## config.mk

```make
export PLATFORM = sky130hd
export DESIGN_NAME = dio_rd_serializer
export DESIGN_NICKNAME = d
export VERILOG_FILES = /design/src/rtl/dio_rd_pkg.sv /design/src/rtl/dio_rd_edge.sv /design/src/rtl/dio_rd_fetch.sv /design/src/rtl/dio_rd_shift.sv /design/src/rtl/dio_rd_serializer.sv
export SDC_FILE = /design/constraint.sdc
export NUM_CORES = 1
export LEC_CHECK = 0
export ABC_AREA = 0
export BUFFER_PORTS_ARGS = -buffer_cell sky130_fd_sc_hd__buf_2
export CAP_MARGIN = 20
export CORE_ASPECT_RATIO = 1.5
export CORE_MARGIN = 8
export CORE_UTILIZATION = 60
export CTS_BUF_LIST = sky130_fd_sc_hd__clkbuf_2
export DETAILED_ROUTE_END_ITERATION = 6
export PLACE_DENSITY = 0.93
export SYNTH_ARGS = -nofsm -noshare
export SYNTH_HDL_FRONTEND = slang
export SYNTH_SLANG_ARGS = --single-unit
```

## constraint.sdc

```tcl
create_clock -name clk -period 2.5 [get_ports clk]
set_clock_uncertainty 0.1 [all_clocks]
set_input_delay 0.125 -clock clk [delete_from_list [all_inputs] [get_ports clk]]
set_output_delay 0.125 -clock clk [all_outputs]
set_load 0.05 [all_outputs]
```

## src/rtl/dio_rd_pkg.sv

```systemverilog
package dio_rd_pkg;
  typedef enum logic [1:0] {
    PH_IDLE  = 2'd0,
    PH_ADDR  = 2'd1,
    PH_DUMMY = 2'd2,
    PH_DATA  = 2'd3
  } phase_t;
endpackage

```

## src/rtl/dio_rd_edge.sv

```systemverilog
// Detects SCK transitions in the system clock domain.
module dio_rd_edge (
  input  logic clk,
  input  logic rst,
  input  logic sck,
  output logic rise,
  output logic fall
);
  logic sck_q;

  always_ff @(posedge clk) begin
    if (rst) sck_q <= 1'b0;
    else     sck_q <= sck;
  end

  assign rise = sck & ~sck_q;
  assign fall = ~sck & sck_q;
endmodule

```

## src/rtl/dio_rd_fetch.sv

```systemverilog
// Address counter, read strobe and one-byte prefetch register.
module dio_rd_fetch #(
  parameter int AW     = 24,
  parameter int DW     = 8,
  parameter int RD_LAT = 1
) (
  input  logic          clk,
  input  logic          rst,
  input  logic          load,
  input  logic [AW-1:0] load_addr,
  input  logic          adv,
  output logic          rd_req,
  output logic [AW-1:0] rd_addr,
  input  logic [DW-1:0] rd_data,
  output logic [DW-1:0] nxt_byte
);
  logic [RD_LAT-1:0] vld;

  always_ff @(posedge clk) begin
    if (rst) begin
      rd_req  <= 1'b0;
      rd_addr <= '0;
    end else begin
      rd_req <= load | adv;
      if (load)     rd_addr <= load_addr;
      else if (adv) rd_addr <= rd_addr + AW'(1);
    end
  end

  generate
    if (RD_LAT == 1) begin : g_lat1
      always_ff @(posedge clk) begin
        if (rst) vld <= '0;
        else     vld <= rd_req;
      end
    end else begin : g_latn
      always_ff @(posedge clk) begin
        if (rst) vld <= '0;
        else     vld <= {vld[RD_LAT-2:0], rd_req};
      end
    end
  endgenerate

  always_ff @(posedge clk) begin
    if (rst)                  nxt_byte <= '0;
    else if (vld[RD_LAT-1])   nxt_byte <= rd_data;
  end
endmodule

```

## src/rtl/dio_rd_shift.sv

```systemverilog
// Splits each byte by bit parity onto two pins, one pair per step.
module dio_rd_shift #(
  parameter int DW = 8
) (
  input  logic          clk,
  input  logic          rst,
  input  logic          clear,
  input  logic          step,
  input  logic [DW-1:0] nxt_byte,
  output logic          pin_odd,
  output logic          pin_even,
  output logic          oe,
  output logic          take
);
  localparam int PAIRS = DW / 2;
  localparam int PW    = (PAIRS > 1) ? $clog2(PAIRS) : 1;

  logic [PW-1:0] pair;
  logic [DW-1:0] sh;

  assign take = step & (pair == '0);

  always_ff @(posedge clk) begin
    if (rst || clear) begin
      pair     <= '0;
      sh       <= '0;
      oe       <= 1'b0;
      pin_odd  <= 1'b0;
      pin_even <= 1'b0;
    end else if (step) begin
      oe <= 1'b1;
      if (take) begin
        pin_odd  <= nxt_byte[DW-1];
        pin_even <= nxt_byte[DW-2];
        sh       <= {nxt_byte[DW-3:0], 2'b00};
      end else begin
        pin_odd  <= sh[DW-1];
        pin_even <= sh[DW-2];
        sh       <= {sh[DW-3:0], 2'b00};
      end
      pair <= (pair == PW'(PAIRS - 1)) ? '0 : pair + PW'(1);
    end
  end
endmodule

```

## src/rtl/dio_rd_serializer.sv

```systemverilog
module dio_rd_serializer
  import dio_rd_pkg::*;
#(
  parameter int AW         = 24,
  parameter int DW         = 8,
  parameter int RD_LAT     = 1,
  parameter int DUMMY_SGL  = 8,
  parameter int DUMMY_DUAL = 4
) (
  input  logic          clk,
  input  logic          rst,
  input  logic          cs_n,
  input  logic          sck,
  input  logic          cmd_go,
  input  logic          cmd_dual_io,
  input  logic          dio_i,
  input  logic          do_i,
  output logic          dio_o,
  output logic          dio_oe,
  output logic          do_o,
  output logic          do_oe,
  output logic          rd_req,
  output logic [AW-1:0] rd_addr,
  input  logic [DW-1:0] rd_data
);
  localparam int ADDR_SGL  = AW;
  localparam int ADDR_DUAL = AW / 2;
  localparam int MAXC      = (AW > DUMMY_SGL) ? AW : DUMMY_SGL;
  localparam int CW        = $clog2(MAXC);

  phase_t        ph;
  logic          dual;
  logic [CW-1:0] cnt;
  logic [AW-1:0] ash;
  logic          rise, fall;
  logic [AW-1:0] addr_next;
  logic          addr_last, dummy_last;
  logic          load, step, take, oe;
  logic [DW-1:0] nxt_byte;

  dio_rd_edge u_edge (
    .clk  (clk),
    .rst  (rst),
    .sck  (sck),
    .rise (rise),
    .fall (fall)
  );

  assign addr_next  = dual ? {ash[AW-3:0], do_i, dio_i} : {ash[AW-2:0], dio_i};
  assign addr_last  = (cnt == (dual ? CW'(ADDR_DUAL - 1) : CW'(ADDR_SGL - 1)));
  assign dummy_last = (cnt == (dual ? CW'(DUMMY_DUAL - 1) : CW'(DUMMY_SGL - 1)));
  assign load       = (ph == PH_ADDR) & rise & addr_last & ~cs_n;
  assign step       = (ph == PH_DATA) & fall & ~cs_n;

  always_ff @(posedge clk) begin
    if (rst) begin
      ph   <= PH_IDLE;
      dual <= 1'b0;
      cnt  <= '0;
      ash  <= '0;
    end else if (cs_n) begin
      ph  <= PH_IDLE;
      cnt <= '0;
    end else begin
      unique case (ph)
        PH_IDLE: begin
          if (cmd_go) begin
            ph   <= PH_ADDR;
            dual <= cmd_dual_io;
            cnt  <= '0;
          end
        end
        PH_ADDR: begin
          if (rise) begin
            ash <= addr_next;
            if (addr_last) begin
              ph  <= PH_DUMMY;
              cnt <= '0;
            end else begin
              cnt <= cnt + CW'(1);
            end
          end
        end
        PH_DUMMY: begin
          if (rise) begin
            if (dummy_last) begin
              ph  <= PH_DATA;
              cnt <= '0;
            end else begin
              cnt <= cnt + CW'(1);
            end
          end
        end
        PH_DATA: ;
        default: ph <= PH_IDLE;
      endcase
    end
  end

  dio_rd_fetch #(
    .AW     (AW),
    .DW     (DW),
    .RD_LAT (RD_LAT)
  ) u_fetch (
    .clk       (clk),
    .rst       (rst),
    .load      (load),
    .load_addr (addr_next),
    .adv       (take),
    .rd_req    (rd_req),
    .rd_addr   (rd_addr),
    .rd_data   (rd_data),
    .nxt_byte  (nxt_byte)
  );

  dio_rd_shift #(
    .DW (DW)
  ) u_shift (
    .clk      (clk),
    .rst      (rst),
    .clear    (cs_n | (ph != PH_DATA)),
    .step     (step),
    .nxt_byte (nxt_byte),
    .pin_odd  (do_o),
    .pin_even (dio_o),
    .oe       (oe),
    .take     (take)
  );

  assign dio_oe = oe;
  assign do_oe  = oe;
endmodule

```

==> flow_summary.ini, run 1 <==
[clock_tree]
cts.clk_slew.worst_paths_ns = 0.19
cts_tree = yes
root_buffer = clkbuf_2
cts.htree.levels = 3
clk_latency_ns = 0.50
cts_buffers = 9
postCtsSetupBuffers = 0
numClockSinks = 77
clockBufferDepth = 2

[floorplan]
core.rowCount = 35
initial_utilization_pct = 61.9
fp.dieH_um = 113
die_x_um = 80.9
core_area_mm2 = 0.00613
dieArea_mm2 = 0.00917
io-pin-count = 45

[global_route]
antenna_found_initial = 0
grt_pass1_vias = 3474
grt_max_degree = 63
grt.overflow.total = 0
grt_usage_pct = 21.1
grt_pass1_wl_um = 15700

[logic_synthesis]
syn-num-nets = 449
ys.flop_type = dfxtp_1
yosysSeqAreaShare_pct = 40.6
synth_cell_types = 53
synthCells = 424
async_flop_share_pct = 0
synth_top_area_share_pct = 40.6
synth.largest_area_cell = dfxtp_1
yosysWarnings = 0
synth_area_per_cell_um2 = 8.94
synth-edff-count = 0
ys_ff_latch = 77
syn_area_mm2 = 0.00379
synth_area_leaders = dfxtp_1, mux2i_1, nor2_1, a211oi_1, ha_1

[detailed_routing]
num_vias = 3480
drtAntennaViolNets = 0
drt_iter0_markers = 356
drt_wl_total_um = 9560
vias_per_cell = 6.21
drc_errors = 0
avgRoutedWirePerCell_um = 17.1
firstDrtPassIters = 5

[power_and_ir_drop]
switching_power_mw = 0.500
swShare_pct = 24.5
ir_drop_mv = 0.426
pwr-share-seq_pct = 61.5
pwr-share-clk_pct = 31.1
powerDensity_mw_per_mm2 = 465
power_frac_comb_pct = 7.4
p_leak_nw = 1.66
internal_power_mw = 1.54

[worst_setup_path]
startpoint_type = flip-flop
crit_path_cell_trace = ha_1 -> nand4bb_1 -> or4_4 -> nor4_2 -> mux2_2 -> a21oi_1
end_kind = flip-flop
required_ns = 2.82
crit_fanout = 5
worstSetupPathType = reg -> reg
reg2reg_slack_ns = 0.09
crit_buf_inv = 0
cpPeakStageDelay_ns = 0.56
worstPathArrival_ns = 2.74
slowest_stage = or4_4
crit_family = simple AND/OR/NAND/NOR gates

[sta]
finalMaxSlewViolations = 0
hold_viol = 0
setup_violations = 0
fmax_mhz = 415
slew-limit-headroom_pct = 56.3
tns_ns = 0
worst_pin_slew_ns = 0.655
post-route-period-util_pct = 96.5
fin_crit_ns = 2.41
rsz0062_at_grt = false

[worst_hold_path]
hold_path.class = in -> reg

[run]
maxCapViolCount = 0

[final_layout]
drive_gt1_share_pct = 19.8
fillCellCount = 452
diodes = 0
final_cell_mix = dfxtp_1, nor2_1, buf_2
stdcell_count = 560
areaGrowthSynthToFinish_pct = 15.6
final_net_count = 507
final_common_cell = dfxtp_1

[placed_design]
gp_congestion = 0.964
dpl.hpwl_um = 6840
io_buffers = 44
dp_cells = 530

[run_status]
outcome = finished, final reports clean
[worst register-to-register path, stage by stage (launching register included)]
cell and delay, ns:
dfxtp_1 0.46, ha_1 0.23, nand4bb_1 0.15, or4_4 0.56
nor4_2 0.33, mux2_2 0.38, a21oi_1 0.14
[final timing paths]
path                              from                          endpoint  depth (start not counted)
max                 ph[0]$_SDFFE_PP0P_  u_fetch.rd_addr[19]$_SDFFE_PP0P_                          6
min                             cmd_go                ph[0]$_SDFFE_PP0P_                          6
max reg2reg         ph[0]$_SDFFE_PP0P_  u_fetch.rd_addr[19]$_SDFFE_PP0P_                          6
min reg2reg  u_fetch.rd_req$_SDFF_PP0_            u_fetch.vld$_SDFF_PP0_                          1
[through the flow]
step / hold WS [ns] / total power, mW / instance area, µm² / worst slack, ns / util, %
CTS: 0.118 / 2.04 / 4380 / 0.0319 / 71.4
detailed placement: 0.272 / 1.41 / 4130 / 0.0936 / 67.3
global placement: 0.252 / 1.40 / 4130 / 0.285 / 67.3
finish: 0.134 / 2.04 / 4390 / 0.0885 / 71.5
global route: 0.169 / 2.12 / 4390 / 0.00146 / 71.5
floorplan: 0.108 / 1.37 / 3790 / 0.119 / -
[kinds of logic after synthesis]
kind of cell,after synthesis,synth area share [%]
AOI/OAI and AO/OA,85,16.4
and+or+nand+nor,162,22.1
buffers and inverters,37,3.89
adders and majority gates,9,2.97
DFF,77,40.6
xor gates and xnor gates,14,3.23
muxes,40,10.8
[power by group through the flow]
stage | sequential [mW] | clock (mW) | combinational (mW)
after floorplan | 1.27 | 0 | 0.0927
after global placement | 1.28 | 0 | 0.125
after detailed placement | 1.28 | 0 | 0.129
after CTS | 1.26 | 0.639 | 0.148
after global routing | 1.26 | 0.694 | 0.165
final | 1.26 | 0.635 | 0.150
[state kept, by name, summed over array words and instances, names as in the netlist]
| name | cells |
|---|---|
| u_fetch.nxt_byte | 8 |
| u_fetch.vld | 1 |
| u_shift.oe | 1 |
| u_shift.pair | 2 |
| ash | 23 |
| dual | 1 |
| u_fetch.rd_addr | 24 |
| u_edge.sck_q | 1 |
| cnt | 5 |
| u_shift.pin_even | 1 |
| ph | 2 |
| u_fetch.rd_req | 1 |
| u_shift.pin_odd | 1 |
| u_shift.sh | 6 |
[routing by layer]
layer,routed length (µm),track usage (%)
met4,478,13.4
met5,0,0
met3,567,4.96
met2,4940,36.6
met1,3570,21.9
[synthesized netlist by cell type (all sizes together) (9+ instances only)]
cell    instances
a211oi         34
a21oi          17
buf            10
clkbuf         18
dfxtp          77
ha              9
inv             9
mux2i          34
nand2          27
nand3           9
nand4          13
nor2           70
nor3           11
[area by class of cell]
type	count	area [µm²]	area share (%)
clock buffers	10	50.0	1.14
clock inverters	5	52.6	1.20
inverters	9	33.8	0.770
multi-input cells	310	2120	48.4
flip-flops and latches	77	1540	35.1
well taps	74	92.6	2.11
repair buffers	75	490	11.2
[what timing repair did]
action | CTS | global route
gates resized for setup | 0 | 1
setup endpoints to repair | 0 | 1
hold buffers | 15 | 0
endpoints found under the hold margin | 21 | 0
No activity file was read; power rests on OpenSTA's default activity.
==> inputs of run 2 (changes only) <==
--- a/config.mk
+++ b/config.mk
@@ -13,6 +13,7 @@
 export CORE_UTILIZATION = 60
 export CTS_BUF_LIST = sky130_fd_sc_hd__clkbuf_2
 export DETAILED_ROUTE_END_ITERATION = 6
+export HOLD_SLACK_MARGIN = 0.15
 export PLACE_DENSITY = 0.93
 export SYNTH_ARGS = -nofsm -noshare
 export SYNTH_HDL_FRONTEND = slang
==> run 2 against run 1 <==
  * Maximum frequency down 0.29%
  * Via count up 1.8%
  * Sequential share of layout area down 0.28 points
  * Die area unchanged
  * Cell count up 0.71%
  * Critical path type unchanged
  * Critical endpoint is now dual$_SDFFE_PP0P_
  * Largest power group unchanged
==> flow_summary.ini, run 2 (synthesis results as in run 1) <==
[detailed_routing]
drt_wl_total_um = 9700
firstDrtPassIters = 5
drc_errors = 0
drtAntennaViolNets = 0
drt_iter0_markers = 400
num_vias = 3544
avgRoutedWirePerCell_um = 17.2
vias_per_cell = 6.28

[floorplan]
initial_utilization_pct = 61.9
core.rowCount = 35
core_area_mm2 = 0.00613
fp.dieH_um = 113
dieArea_mm2 = 0.00917
die_x_um = 80.9
io-pin-count = 45

[clock_tree]
root_buffer = clkbuf_2
cts_tree = yes
cts.clk_slew.worst_paths_ns = 0.20
clockBufferDepth = 2
cts.htree.levels = 3
clk_latency_ns = 0.50
postCtsSetupBuffers = 0
numClockSinks = 77
cts_buffers = 9

[final_layout]
largest-register = u_fetch.rd_addr
final_net_count = 511
diodes = 0
stdcell_count = 564
final_common_cell = dfxtp_1
final_cell_mix = dfxtp_1, nor2_1, buf_2
drive_gt1_share_pct = 20.0
final_util_pct = 72.2
largest_register_ffs = 24
areaGrowthSynthToFinish_pct = 16.8
design_area_mm2 = 0.00443
reg_top3 = u_fetch.rd_addr (24), ash (23), u_fetch.nxt_byte (8)

[sta]
fin_crit_ns = 2.42
fmax_mhz = 413
tns_ns = 0
hold_viol = 0
finalWorstSetupSlack_ns = 0.0814
setup_violations = 0
slew-limit-headroom_pct = 55.6
whs_ns = 0.317
finalMaxSlewViolations = 0
worst_pin_slew_ns = 0.666
post-route-period-util_pct = 96.7
rsz0062_at_grt = false

[placed_design]
pre_cts_ws_ns = 0.0936
io_buffers = 44
placed_cell_area_mm2 = 0.00413
dpl.hpwl_um = 6840
dp_cells = 530
gp_congestion = 0.964

[worst_setup_path]
worstPathArrival_ns = 2.73
crit_fanout = 5
worstSetupPathType = reg -> reg
startpoint_type = flip-flop
end_kind = flip-flop
required_ns = 2.81

[power_and_ir_drop]
ir_drop_mv = 0.426
report.power.total_mw = 2.05
p_leak_nw = 1.68
powerDensity_mw_per_mm2 = 462

[global_route]
grt_pass1_vias = 3497
antenna_found_initial = 0
grt_usage_pct = 21.4
grt_pass1_wl_um = 15900
grt.overflow.total = 0
grt_max_degree = 63

[run_status]
outcome = finished, final reports clean

[run]
maxCapViolCount = 0

[worst_hold_path]
hold_path.class = in -> reg
run 2: cell types whose count changed in the layout (fill, tap and decap cells not counted):
cell and change:
nor4b_1 -1, nor4_2 -1, dfxtp_2 +2, nor4b_2 +1, dfxtp_1 -2, dlygate4sd3_1 +4, nor4_1 +1
run 2: worst paths after layout:
kind                                                    endpoint  cells after the start                       from  slack (ns)
worst max-delay path                           dual$_SDFFE_PP0P_                      7         ph[0]$_SDFFE_PP0P_        0.08
worst min register to register            u_fetch.vld$_SDFF_PP0_                      1  u_fetch.rd_req$_SDFF_PP0_        0.38
worst max register to register                 dual$_SDFFE_PP0P_                      7         ph[0]$_SDFFE_PP0P_        0.08
worst min-delay path            u_fetch.nxt_byte[7]$_SDFFE_PP0P_                      4                 rd_data[7]        0.32
run 2: timing repair:
action                                 in CTS  in global routing
resized for setup                           0                  3
setup endpoints to repair                   0                  3
endpoints found under the hold margin      32                  0
hold buffers                               19                  0
run 2: final cells by class:
cell class,instances,area (µm²)
clock buffer,10,50.0
timing repair buffer,79,531
inverter,9,33.8
fill,444,1700
clock inverter,5,52.6
sequential,77,1540
multi-input combinational,310,2120
tap,74,92.6
run 2: routing by layer:
metal | global-route usage [%] | part of all wire [%] | up-vias | wire [µm]
li1 | - | - | 1668 | -
met2 | 36.8 | 51 | 149 | 4930
met4 | 13.7 | 5.2 | 0 | 504
met1 | 22.5 | 38 | 1673 | 3720
met3 | 4.72 | 5.7 | 54 | 557
met5 | 0 | 0 | - | 0
run 2: report_power, final:
part,switching (mW),internal [mW]
clock,0.412,0.225
sequential,0.0132,1.24
combinational,0.0776,0.0756
run 2: critical path, stage by stage (launching register included):
cell and delay (ns):
dfxtp_2 0.42, inv_1 0.07, ha_1 0.26, nand3b_1 0.15, mux2i_1 0.18, dlygate4sd3_1 0.56, nor2_1 0.04, dlygate4sd3_1 0.57
==> inputs of run 3 (changes only) <==
--- a/config.mk
+++ b/config.mk
@@ -6,7 +6,7 @@
 export NUM_CORES = 1
 export LEC_CHECK = 0
 export ABC_AREA = 0
-export BUFFER_PORTS_ARGS = -buffer_cell sky130_fd_sc_hd__buf_2
+export BUFFER_PORTS_ARGS = -buffer_cell sky130_fd_sc_hd__buf_4
 export CAP_MARGIN = 20
 export CORE_ASPECT_RATIO = 1.5
 export CORE_MARGIN = 8
==> run 3 against run 2 <==
  * Sequential power about the same
  * Setup slack improved by 0.016 ns
  * Maximum frequency increased by 0.66%
  * Clock-buffer cell count unchanged
  * Sequential cell count unchanged
  * Routed wire length increased by 9.8%
  * Die area unchanged
  * Clock power increased by 4.4%
  * Critical path depth unchanged
  * First-iteration DRC count increased by 19%
  * Critical path type unchanged
  * Largest cell class unchanged
==> flow_summary.ini, run 3 (synthesis results as in run 1) <==
[global_route]
grt_max_degree = 64
antenna_found_initial = 0
grt.overflow.total = 0
grt_pass1_vias = 3706
grt_usage_pct = 23.5
grt_pass1_wl_um = 17200

[detailed_routing]
avgRoutedWirePerCell_um = 18.7
vias_per_cell = 6.38
firstDrtPassIters = 6
drt_iter0_markers = 475
num_vias = 3632
drt_wl_total_um = 10700
drc_errors = 0
drtAntennaViolNets = 0

[worst_setup_path]
crit_buf_inv = 3
end_kind = flip-flop
required_ns = 2.87
worstSetupPathType = reg -> reg
rr_endpoint = dual$_SDFFE_PP0P_
crit_top_cell = dlygate4sd3_1
crit_path_cell_trace = inv_1 -> ha_1 -> nand3b_1 -> mux2i_1 -> dlygate4sd3_1 -> nor2_1 -> dlygate4sd3_1
startpoint_type = flip-flop
reg2regPathDepth = 7
crit_fanout = 5
worstPathArrival_ns = 2.78
slowest_stage = dlygate4sd3_1
r2r-start = ph[0]$_SDFFE_PP0P_
crit_family = buffers and inverters
reg2reg_slack_ns = 0.1
cpPeakStageDelay_ns = 0.58

[sta]
fmax_mhz = 416
rsz0062_at_grt = false
slew-limit-headroom_pct = 54.3
setup_violations = 0
post-route-period-util_pct = 96.1
hold_viol = 0
finalMaxSlewViolations = 0
worst_pin_slew_ns = 0.686
finalWorstSetupSlack_ns = 0.0972
fin_crit_ns = 2.40
tns_ns = 0
whs_ns = 0.239

[run_status]
outcome = finished, final reports clean

[clock_tree]
clk_latency_ns = 0.56
numClockSinks = 77
cts_tree = yes
postCtsSetupBuffers = 0
clockBufferDepth = 2
cts.htree.levels = 3
root_buffer = clkbuf_2
cts.clk_slew.worst_paths_ns = 0.19
cts_buffers = 9

[final_layout]
areaGrowthSynthToFinish_pct = 20.9
final_net_count = 515
drive_gt1_share_pct = 19.0
reg_top3 = u_fetch.rd_addr (24), ash (23), u_fetch.nxt_byte (8)
largest-register = u_fetch.rd_addr
final_cell_mix = dfxtp_1, nor2_1, buf_4
design_area_mm2 = 0.00458
largest_register_ffs = 24
diodes = 0
final_common_cell = dfxtp_1

[placed_design]
gp_congestion = 0.947
placed_cell_area_mm2 = 0.00422
io_buffers = 44
pre_cts_ws_ns = 0.241
dpl.hpwl_um = 7080

[worst_hold_path]
min_from = cs_n
hold_path_depth = 3
min_to = ph[0]$_SDFFE_PP0P_
hold_path.class = in -> reg

[power_and_ir_drop]
switching_power_mw = 0.534
pwr-share-seq_pct = 60.3
internal_power_mw = 1.55
swShare_pct = 25.7
powerDensity_mw_per_mm2 = 454
power_frac_comb_pct = 7.8
p_leak_nw = 1.72
ir_drop_mv = 0.441
pwr-share-clk_pct = 31.9
report.power.total_mw = 2.08

[floorplan]
fp.dieH_um = 113
die_x_um = 80.9
core_area_mm2 = 0.00613
core.rowCount = 35
dieArea_mm2 = 0.00917
io-pin-count = 45
initial_utilization_pct = 61.9

[run]
maxCapViolCount = 0
## run 3: changes by cell type in the layout (fill, tap and decap cells not counted), moves of 2 or more
cell           before  now
clkinv_1            0    3
buf_4              16   58
buf_2              44    0
clkinv_2            3    1
dlygate4sd3_1      19   25
## run 3: area by class of cell
cell class | instances | area [µm²]
multi-input cells | 310 | 2120
fillers | 415 | 1550
flip-flops and latches | 77 | 1540
repair buffers | 83 | 686
well taps | 74 | 92.6
clock inverters | 6 | 53.8
clock buffers | 10 | 50.0
inverters | 9 | 33.8
## run 3: timing repair
action,in CTS,in global routing
hold endpoints to repair,74,0
resized for setup,0,3
setup endpoints to repair,0,2
hold buffers,25,0
## run 3: power groups by stage
| stage | Combinational [mW] | Sequential [mW] | Clock (mW) |
|---|---|---|---|
| after floorplan | 0.0927 | 1.27 | 0 |
| after global placement | 0.131 | 1.28 | 0 |
| after detailed placement | 0.138 | 1.28 | 0 |
| after CTS | 0.160 | 1.25 | 0.653 |
| after global routing | 0.175 | 1.26 | 0.705 |
| final | 0.163 | 1.25 | 0.665 |
## run 3: worst max-delay path by stage
| stage | from | to | slack [ns] | cells after the start |
|---|---|---|---|---|
| after detailed placement | ph[0]$_SDFFE_PP0P_ | u_fetch.rd_addr[19]$_SDFFE_PP0P_ | 0.24 | 6 |
| after global placement | ph[0]$_SDFFE_PP0P_ | u_fetch.rd_addr[19]$_SDFFE_PP0P_ | 0.29 | 6 |
| final | ph[0]$_SDFFE_PP0P_ | dual$_SDFFE_PP0P_ | 0.1 | 7 |
| after floorplan | u_fetch.rd_addr[8]$_SDFFE_PP0P_ | u_fetch.rd_addr[19]$_SDFFE_PP0P_ | 0.12 | 5 |
| after CTS | ph[0]$_SDFFE_PP0P_ | dual$_SDFFE_PP0P_ | 0.06 | 7 |
| after global routing | ph[1]$_SDFFE_PP0P_ | u_fetch.rd_addr[0]$_SDFFE_PP0P_ | 0.003 | 7 |
## run 3: through the flow
step	util, %	instances
final	74.8	569
after global routing	74.8	569
after CTS	74.6	569
after detailed placement	68.9	528
after global placement	68.9	528
after floorplan	-	424
## run 3: metal layers
layer  share of wire (%)  vias to the layer above  routed length [µm]  global-route usage [%]
met3                 8.1                       55                 865                    7.24
li1                    -                     1678                   -                       -
met1                  35                     1702                3710                    22.6
met4                 4.2                        0                 447                    14.0
met2                  53                      197                5630                    41.9
met5                   0                        -                   0                       0
## run 3: tightest hold or removal path, cell delays in order
cell           delay [ns]
dlygate4sd3_1        0.52
buf_4                0.16
a2111oi_0            0.07
